**src/rtl/acc_core_pkg.sv**
```systemverilog
package acc_core_pkg;

    localparam int OP_W = 4;

    typedef enum logic [OP_W-1:0] {
        OP_HLT  = 4'd0,
        OP_ADD  = 4'd1,
        OP_MOVL = 4'd2,
        OP_MOVS = 4'd3,
        OP_SHR  = 4'd4,
        OP_JMP  = 4'd5,
        OP_JZ   = 4'd6
    } opcode_t;

    typedef enum logic [1:0] {
        PH_FETCH  = 2'd0,
        PH_DECODE = 2'd1,
        PH_PREP   = 2'd2,
        PH_EXEC   = 2'd3
    } phase_t;

endpackage

```
**src/rtl/acc_phase_gen.sv**
```systemverilog
module acc_phase_gen
    import acc_core_pkg::*;
(
    input  logic   clk,
    input  logic   rst_n,
    input  logic   halt_req,
    output phase_t phase,
    output logic   halted
);

    typedef struct packed {
        phase_t ph;
        logic   stop;
    } seq_t;

    seq_t seq_d, seq_q;

    always_comb begin
        seq_d = seq_q;
        if (!seq_q.stop) begin
            unique case (seq_q.ph)
                PH_FETCH:  seq_d.ph = PH_DECODE;
                PH_DECODE: seq_d.ph = PH_PREP;
                PH_PREP:   seq_d.ph = PH_EXEC;
                PH_EXEC: begin
                    if (halt_req) begin
                        seq_d.stop = 1'b1;
                    end else begin
                        seq_d.ph = PH_FETCH;
                    end
                end
                default:   seq_d.ph = PH_FETCH;
            endcase
        end
    end

    always_ff @(posedge clk or negedge rst_n) begin
        if (!rst_n) begin
            seq_q <= '{ph: PH_FETCH, stop: 1'b0};
        end else begin
            seq_q <= seq_d;
        end
    end

    assign phase  = seq_q.ph;
    assign halted = seq_q.stop;

endmodule

```
**src/rtl/acc_alu.sv**
```systemverilog
module acc_alu
    import acc_core_pkg::*;
#(
    parameter int DATA_W = 16
) (
    input  opcode_t           op,
    input  logic [DATA_W-1:0] acc,
    input  logic [DATA_W-1:0] operand,
    output logic [DATA_W-1:0] result,
    output logic              writes_acc,
    output logic              acc_zero
);

    always_comb begin
        result     = acc;
        writes_acc = 1'b0;
        unique case (op)
            OP_ADD: begin
                result     = acc + operand;
                writes_acc = 1'b1;
            end
            OP_MOVL: begin
                result     = operand;
                writes_acc = 1'b1;
            end
            OP_SHR: begin
                result     = {1'b0, acc[DATA_W-1:1]};
                writes_acc = 1'b1;
            end
            default: begin
                result     = acc;
                writes_acc = 1'b0;
            end
        endcase
    end

    assign acc_zero = (acc == '0);

endmodule

```
**src/rtl/acc_core.sv**
```systemverilog
module acc_core
    import acc_core_pkg::*;
#(
    parameter int DATA_W = 16,
    localparam int ADDR_W = DATA_W - OP_W
) (
    input  logic              clk,
    input  logic              rst_n,
    output logic [ADDR_W-1:0] mem_addr,
    output logic [DATA_W-1:0] mem_wdata,
    input  logic [DATA_W-1:0] mem_rdata,
    output logic              mem_we,
    output logic              halted
);

    typedef struct packed {
        logic [ADDR_W-1:0] pc;
        logic [DATA_W-1:0] ir;
        logic [DATA_W-1:0] acc;
    } core_st_t;

    core_st_t st_d, st_q;

    phase_t            phase;
    opcode_t           op;
    logic [ADDR_W-1:0] opnd_addr;
    logic [DATA_W-1:0] alu_res;
    logic              alu_wr;
    logic              acc_zero;
    logic              halt_req;

    assign op        = opcode_t'(st_q.ir[DATA_W-1 -: OP_W]);
    assign opnd_addr = st_q.ir[ADDR_W-1:0];
    assign halt_req  = (phase == PH_EXEC) && (op == OP_HLT);

    acc_phase_gen u_phase (
        .clk      (clk),
        .rst_n    (rst_n),
        .halt_req (halt_req),
        .phase    (phase),
        .halted   (halted)
    );

    acc_alu #(.DATA_W(DATA_W)) u_alu (
        .op         (op),
        .acc        (st_q.acc),
        .operand    (mem_rdata),
        .result     (alu_res),
        .writes_acc (alu_wr),
        .acc_zero   (acc_zero)
    );

    always_comb begin
        st_d      = st_q;
        mem_addr  = st_q.pc;
        mem_we    = 1'b0;
        mem_wdata = st_q.acc;
        if (!halted) begin
            unique case (phase)
                PH_FETCH: begin
                    mem_addr = st_q.pc;
                end
                PH_DECODE: begin
                    st_d.ir = mem_rdata;
                    st_d.pc = st_q.pc + 1'b1;
                end
                PH_PREP: begin
                    mem_addr = opnd_addr;
                end
                PH_EXEC: begin
                    mem_addr = opnd_addr;
                    if (alu_wr) begin
                        st_d.acc = alu_res;
                    end
                    unique case (op)
                        OP_MOVS: mem_we = 1'b1;
                        OP_JMP:  st_d.pc = opnd_addr;
                        OP_JZ: begin
                            if (acc_zero) begin
                                st_d.pc = opnd_addr;
                            end
                        end
                        default: ;
                    endcase
                end
                default: ;
            endcase
        end
    end

    always_ff @(posedge clk or negedge rst_n) begin
        if (!rst_n) begin
            st_q <= '0;
        end else begin
            st_q <= st_d;
        end
    end

endmodule

```
**config.mk**
```make
export PLATFORM = sky130hd
export DESIGN_NAME = acc_core
export DESIGN_NICKNAME = d
export VERILOG_FILES = /design/src/rtl/acc_core_pkg.sv /design/src/rtl/acc_phase_gen.sv /design/src/rtl/acc_alu.sv /design/src/rtl/acc_core.sv
export SDC_FILE = /design/constraint.sdc
export NUM_CORES = 1
export LEC_CHECK = 0
export BUFFER_PORTS_ARGS = -buffer_cell sky130_fd_sc_hd__buf_2
export CAP_MARGIN = 20
export CORE_ASPECT_RATIO = 0.75
export CORE_MARGIN = 2
export CORE_UTILIZATION = 45
export CTS_BUF_LIST = sky130_fd_sc_hd__clkbuf_4 sky130_fd_sc_hd__clkbuf_8 sky130_fd_sc_hd__clkbuf_16
export CTS_CLUSTER_DIAMETER = 120
export DETAILED_ROUTE_END_ITERATION = 10
export PLACE_DENSITY = 0.65
export SETUP_SLACK_MARGIN = 0.4
export SLEW_MARGIN = 0
export SYNTH_ARGS = -nofsm -noshare
export SYNTH_HDL_FRONTEND = slang
export SYNTH_SLANG_ARGS = --single-unit
```
**constraint.sdc**
```tcl
create_clock -name clk -period 3.1 [get_ports clk]
set_clock_uncertainty 0.1 [all_clocks]
set_input_delay 0.155 -clock clk [delete_from_list [all_inputs] [get_ports clk]]
set_output_delay 0.155 -clock clk [all_outputs]
set_load 0.02 [all_outputs]
```
Word level (Yosys, flattened, before mapping)

Index checks and enable logic that the tools add are counted.

Register bits after elaboration: 47
Bits of input ports: 18

Add/subtract/negate cells: 2
Equality and inequality tests: 12
Mux-type cells: 15
Bitwise operators: 1
Reduce and logical (&&, ||, !) cells: 12

Operators by type and width:

| kind                    | number |
|---|---|
| $pmux W12 S2            | 2 |
| $pmux W16 S3            | 1 |
| $mux W12                | 3 |
| $add A16 B16 Y16        | 1 |
| $logic_not A16 Y1       | 1 |
| $add A12 B1 Y12 const B | 1 |
| $eq A4 B3 Y1 const B    | 3 |
| $eq A4 B2 Y1 const B    | 2 |
| $pmux W2 S4             | 1 |
| $reduce_and A4 Y1       | 2 |
| $mux W1                 | 7 |
| $eq A2 B2 Y1 const B    | 2 |
| $eq A4 B1 Y1 const B    | 1 |
| $logic_not A4 Y1        | 1 |
| $reduce_and A2 Y1       | 2 |
| $ne A3 B1 Y1 const B    | 1 |
| $ne A3 B3 Y1 const B    | 1 |
| $reduce_bool A3 Y1      | 1 |
| $reduce_or A3 Y1        | 1 |
| $eq A2 B1 Y1 const B    | 1 |
| $logic_not A2 Y1        | 1 |
| $mux W2                 | 1 |
| $ne A2 B2 Y1 const B    | 1 |
| $reduce_bool A2 Y1      | 1 |
| other kinds (3)         | 3 |

Longest topological paths before layout

Word-level depth: 5
Gate-level depth with buffers: 10

Modules after synthesis

A second synthesis with hierarchy kept.

Cells, all modules: 420
Area total of the unflattened synthesis: 3671.0 um^2

By module, submodules not included:

| module        | times used | cells each | area each (um^2) | sequential area each (um^2) |
|---|---|---|---|---|
| acc_core      | 1          | 232        | 2302.2           | 1101.1 |
| acc_alu       | 1          | 175        | 1211.2           | 0.0 |
| acc_phase_gen | 1          | 13         | 157.7            | 75.1 |

Worst setup path after synthesis

No wires, ideal clock.

Path kind: flip-flop to flip-flop
Start point: register st_q, in the netlist mem_wdata[0]
End point: register st_q, in the netlist mem_wdata[8]
Library setup time: 0.138 ns
Arrival time: 2.042 ns
Setup slack: 0.821 ns
Stages on the path, launching flop included: 10
Period minus slack after synthesis: 2.279 ns
Path through: dfrtp_1 > ha_1 > fa_1 > a211oi_1 > o21a_1 > nor2_1 > o21a_1 > nor2_1 > xor2_1 > o221ai_1

Cells in the longest elaborated chain, start to end: 2

RTL lines:

| item                   | line           | source |
|---|---|---|
| from (decl)            | acc_core.sv:22 | `core_st_t st_d, st_q;` |
| from (signal assigned) | acc_core.sv:95 | `st_q <= st_d;` |
| $add A16 B16 Y16       | acc_alu.sv:19  | `result = acc + operand;` |
| $pmux W16 S3           | acc_alu.sv:17  | `unique case (op)` |

No other way between the ends.
A chain may end at the register's enable or synchronous reset.

Worst setup path in the final report

Start point: register st_q, in the netlist mem_wdata[0]
End point: register st_q, in the netlist mem_wdata[14]

Same word-level chain as after synthesis.

==> results.cfg <==
[finish]
final_nets = 446
drive_gt1_share_pct = 23.10
design_area_um2 = 3735
fill_cells = 724
multi_input_area_um2 = 2036
area_growth_pct = 8.506
final_cells = 508
register_area_um2 = 1176
antenna_cells = 0

[place]
gp_congestion = 0.8766
io_buffers = 47
dpl_cell_area_um2 = 3637
dp_cells = 500
hpwl_mm = 6.665

[logic_synthesis]
syn-cell-area_um2 = 3442
ys_ff_latch = 47
synth_largest_area_cell = dfrtp_1
async_flop_share_pct = 100.0
synth_edf_count = 0
synth_top_area_share_pct = 34.17
synth.most_common_cell = dfrtp_1
syn-num-nets = 419
syn_inst = 380
synth_warnings = 0
syn_area_per_cell_um2 = 9.058
synth_ff_type = dfrtp_1
synth-seq-area-share_pct = 34.17
synthTopCellsByCount = dfrtp_1 (47), nor2_1 (35), o21ai_0 (34)
synth_top_cells_by_area = dfrtp_1 (34%), mux2_2 (9.8%), ha_1 (7.3%), o21ai_0 (4.9%), nor2_1 (3.8%)
synth_cell_types = 56

[outcome]
status = complete, no violations

[sta]
worst-slew-pin-transition_ns = 0.7988
setup_tns_ns = 0
hold_viol_final = 0
clock.fmax_mhz = 400.9
setup_viol = 0
min_period_over_period_pct = 80.46
rsz0062_at_grt = false
drv_slew = 0
relSlewSlack_pct = 46.74
finalCriticalPeriod_ns = 2.494

[drt]
vias_per_cell = 5.976
drc = 0
wl_met3_um = 586
top_layer = met4
wl_met1_mm = 4.600
dr_wl_met2_mm = 3.735
wire_per_inst_um = 17.68
drt-total-wl_mm = 8.980
ant_nets = 0
drtPass1Iterations = 5
vias = 3036
initialDrtViolationCount = 190

[clocking]
numCtsBuffers = 5
cts_tree = yes
clock_latency_ns = 0.30
clockBufferDepth = 2
clkTransAtPathRegs_ns = 0.09
htree_num_levels = 2
cts-root-buf = clkbuf_8
clock_sinks = 47

[die]
rows = 27
fp.dieW_um = 105.0
die_y_um = 79.74
die_area_um2 = 8372
ios = 48
coreArea_um2 = 7365
start_util_pct = 46.74

[flow_run]
maxCapViolCount = 0

[worst_setup_path]
cp_max_fo = 4
start_kind = register
worstSetupPathType = reg -> reg
worstPathArrival_ns = 2.63
crit_required_ns = 3.23
endpoint_kind = register

[grt]
grt_pass1_wl_mm = 14.64
grt_pass1_vias = 2821
antenna_found_initial = 0
grt_overflow = 0
grt_usage_pct = 21.97
grt_start_max_net_pins = 35

[power]
powerDensity_nw_per_um2 = 1207
ir_worst_vdd_mv = 0.4604
power_mw = 4.507
p_leak_nw = 1.628

[worst_hold_path]
min_path_type = in -> reg
==> state kept, by name, indices dropped and copies added (netlist names) <==
name            count
mem_wdata          16
op                  4
opnd_addr          12
st_q               12
u_phase.halted      1
u_phase.phase       2
==> report_power, final <==
group	internal [mW]	switching [mW]	leakage, nW	total (mW)
Combinational	1.19	1.55	1.02	2.75
Clock	0.176	0.221	0.0470	0.397
Sequential	0.923	0.441	0.557	1.36
==> layer usage <==
metal	vias to the layer above	track usage (%)
li1	1452	-
met1	1463	32.93
met2	116	32.86
met3	5	4.327
met4	0	4.267
met5	-	0
==> cells by family (layout without fill, tap and decap cells) <==
family / count (synthesis) / in the layout / share of synthesized area, %
AO/OA/AOI/OAI: 121 / 121 / 22.65
multiplexers: 31 / 31 / 10.11
AND/OR/NAND/NOR: 110 / 110 / 15.74
buffers and inverters: 39 / 66 / 6.688
flip-flops: 47 / 47 / 34.17
adder cells (fa/ha/maj): 21 / 21 / 7.852
XOR/XNOR: 11 / 11 / 2.799
==> final timing paths <==
kind / from / end / slack [ns] / depth (start not counted)
hold reg to reg: opnd_addr[9]$_DFFE_PN0P_ / opnd_addr[9]$_DFFE_PN0P_ / 0.44 / 1
setup reg to reg: mem_wdata[0]$_DFFE_PN0P_ / mem_wdata[14]$_DFFE_PN0P_ / 0.61 / 9
min in group asynchronous: rst_n / st_q[34]$_DFFE_PN0P_ / 0.36 / 2
max in group asynchronous: rst_n / mem_wdata[9]$_DFFE_PN0P_ / 1.82 / 3
setup / recovery: mem_wdata[0]$_DFFE_PN0P_ / mem_wdata[14]$_DFFE_PN0P_ / 0.61 / 9
hold / removal: mem_rdata[3] / opnd_addr[3]$_DFFE_PN0P_ / 0.02 / 2
==> cell usage in the layout, fill, tap and decap left out, types with 6 or more instances in the layout <==
| cell | Yosys | final |
|---|---|---|
| mux2_2 | 30 | 30 |
| nor4_1 | 7 | 7 |
| buf_2 | 7 | 47 |
| nand3_1 | 7 | 7 |
| xor2_1 | 6 | 6 |
| nand2_1 | 31 | 31 |
| clkbuf_8 | 0 | 6 |
| nor2_1 | 35 | 35 |
| and3_1 | 6 | 6 |
| a221oi_1 | 10 | 10 |
| o22ai_1 | 11 | 11 |
| dfrtp_1 | 47 | 47 |
| buf_4 | 16 | 6 |
| a21oi_1 | 22 | 22 |
| ha_1 | 20 | 20 |
| o21ai_0 | 34 | 34 |
==> through the flow <==
step                      utilization [%]  hold WS (ns)  worst slack, ns
after floorplan                         -       -0.2406           0.8206
after global placement              49.39        0.1915           0.6622
after detailed placement            49.39        0.1878           0.6335
after CTS                           50.71       0.01935           0.6068
after global routing                50.71       0.02710           0.4216
final                               50.71       0.02330           0.6058
==> critical path: stages (launching register included) <==
cell and delay, ns:
dfrtp_1 0.43, ha_1 0.24, fa_1 0.42, a211oi_1 0.28, o21a_1 0.20, nor2_1 0.10
a311o_1 0.30, xor2_1 0.14, nand2_1 0.07, a2bb2oi_1 0.14
==> cell type report <==
type,count,area share (%)
clock inverters,1,0.1340
repair buffers,54,7.772
multi-input cells,294,54.51
inverters,5,0.5025
flip-flops and latches,47,31.49
clock buffers,6,2.211
well taps,101,3.384
==> repair_timing <==
item	CTS	global route
gates resized for setup	0	0
endpoints found under the hold margin	33	0
buffers inserted	0	0
hold buffers	1	0
endpoints found under the setup margin	0	0
Note: power is estimated with default switching activity, not from simulation.
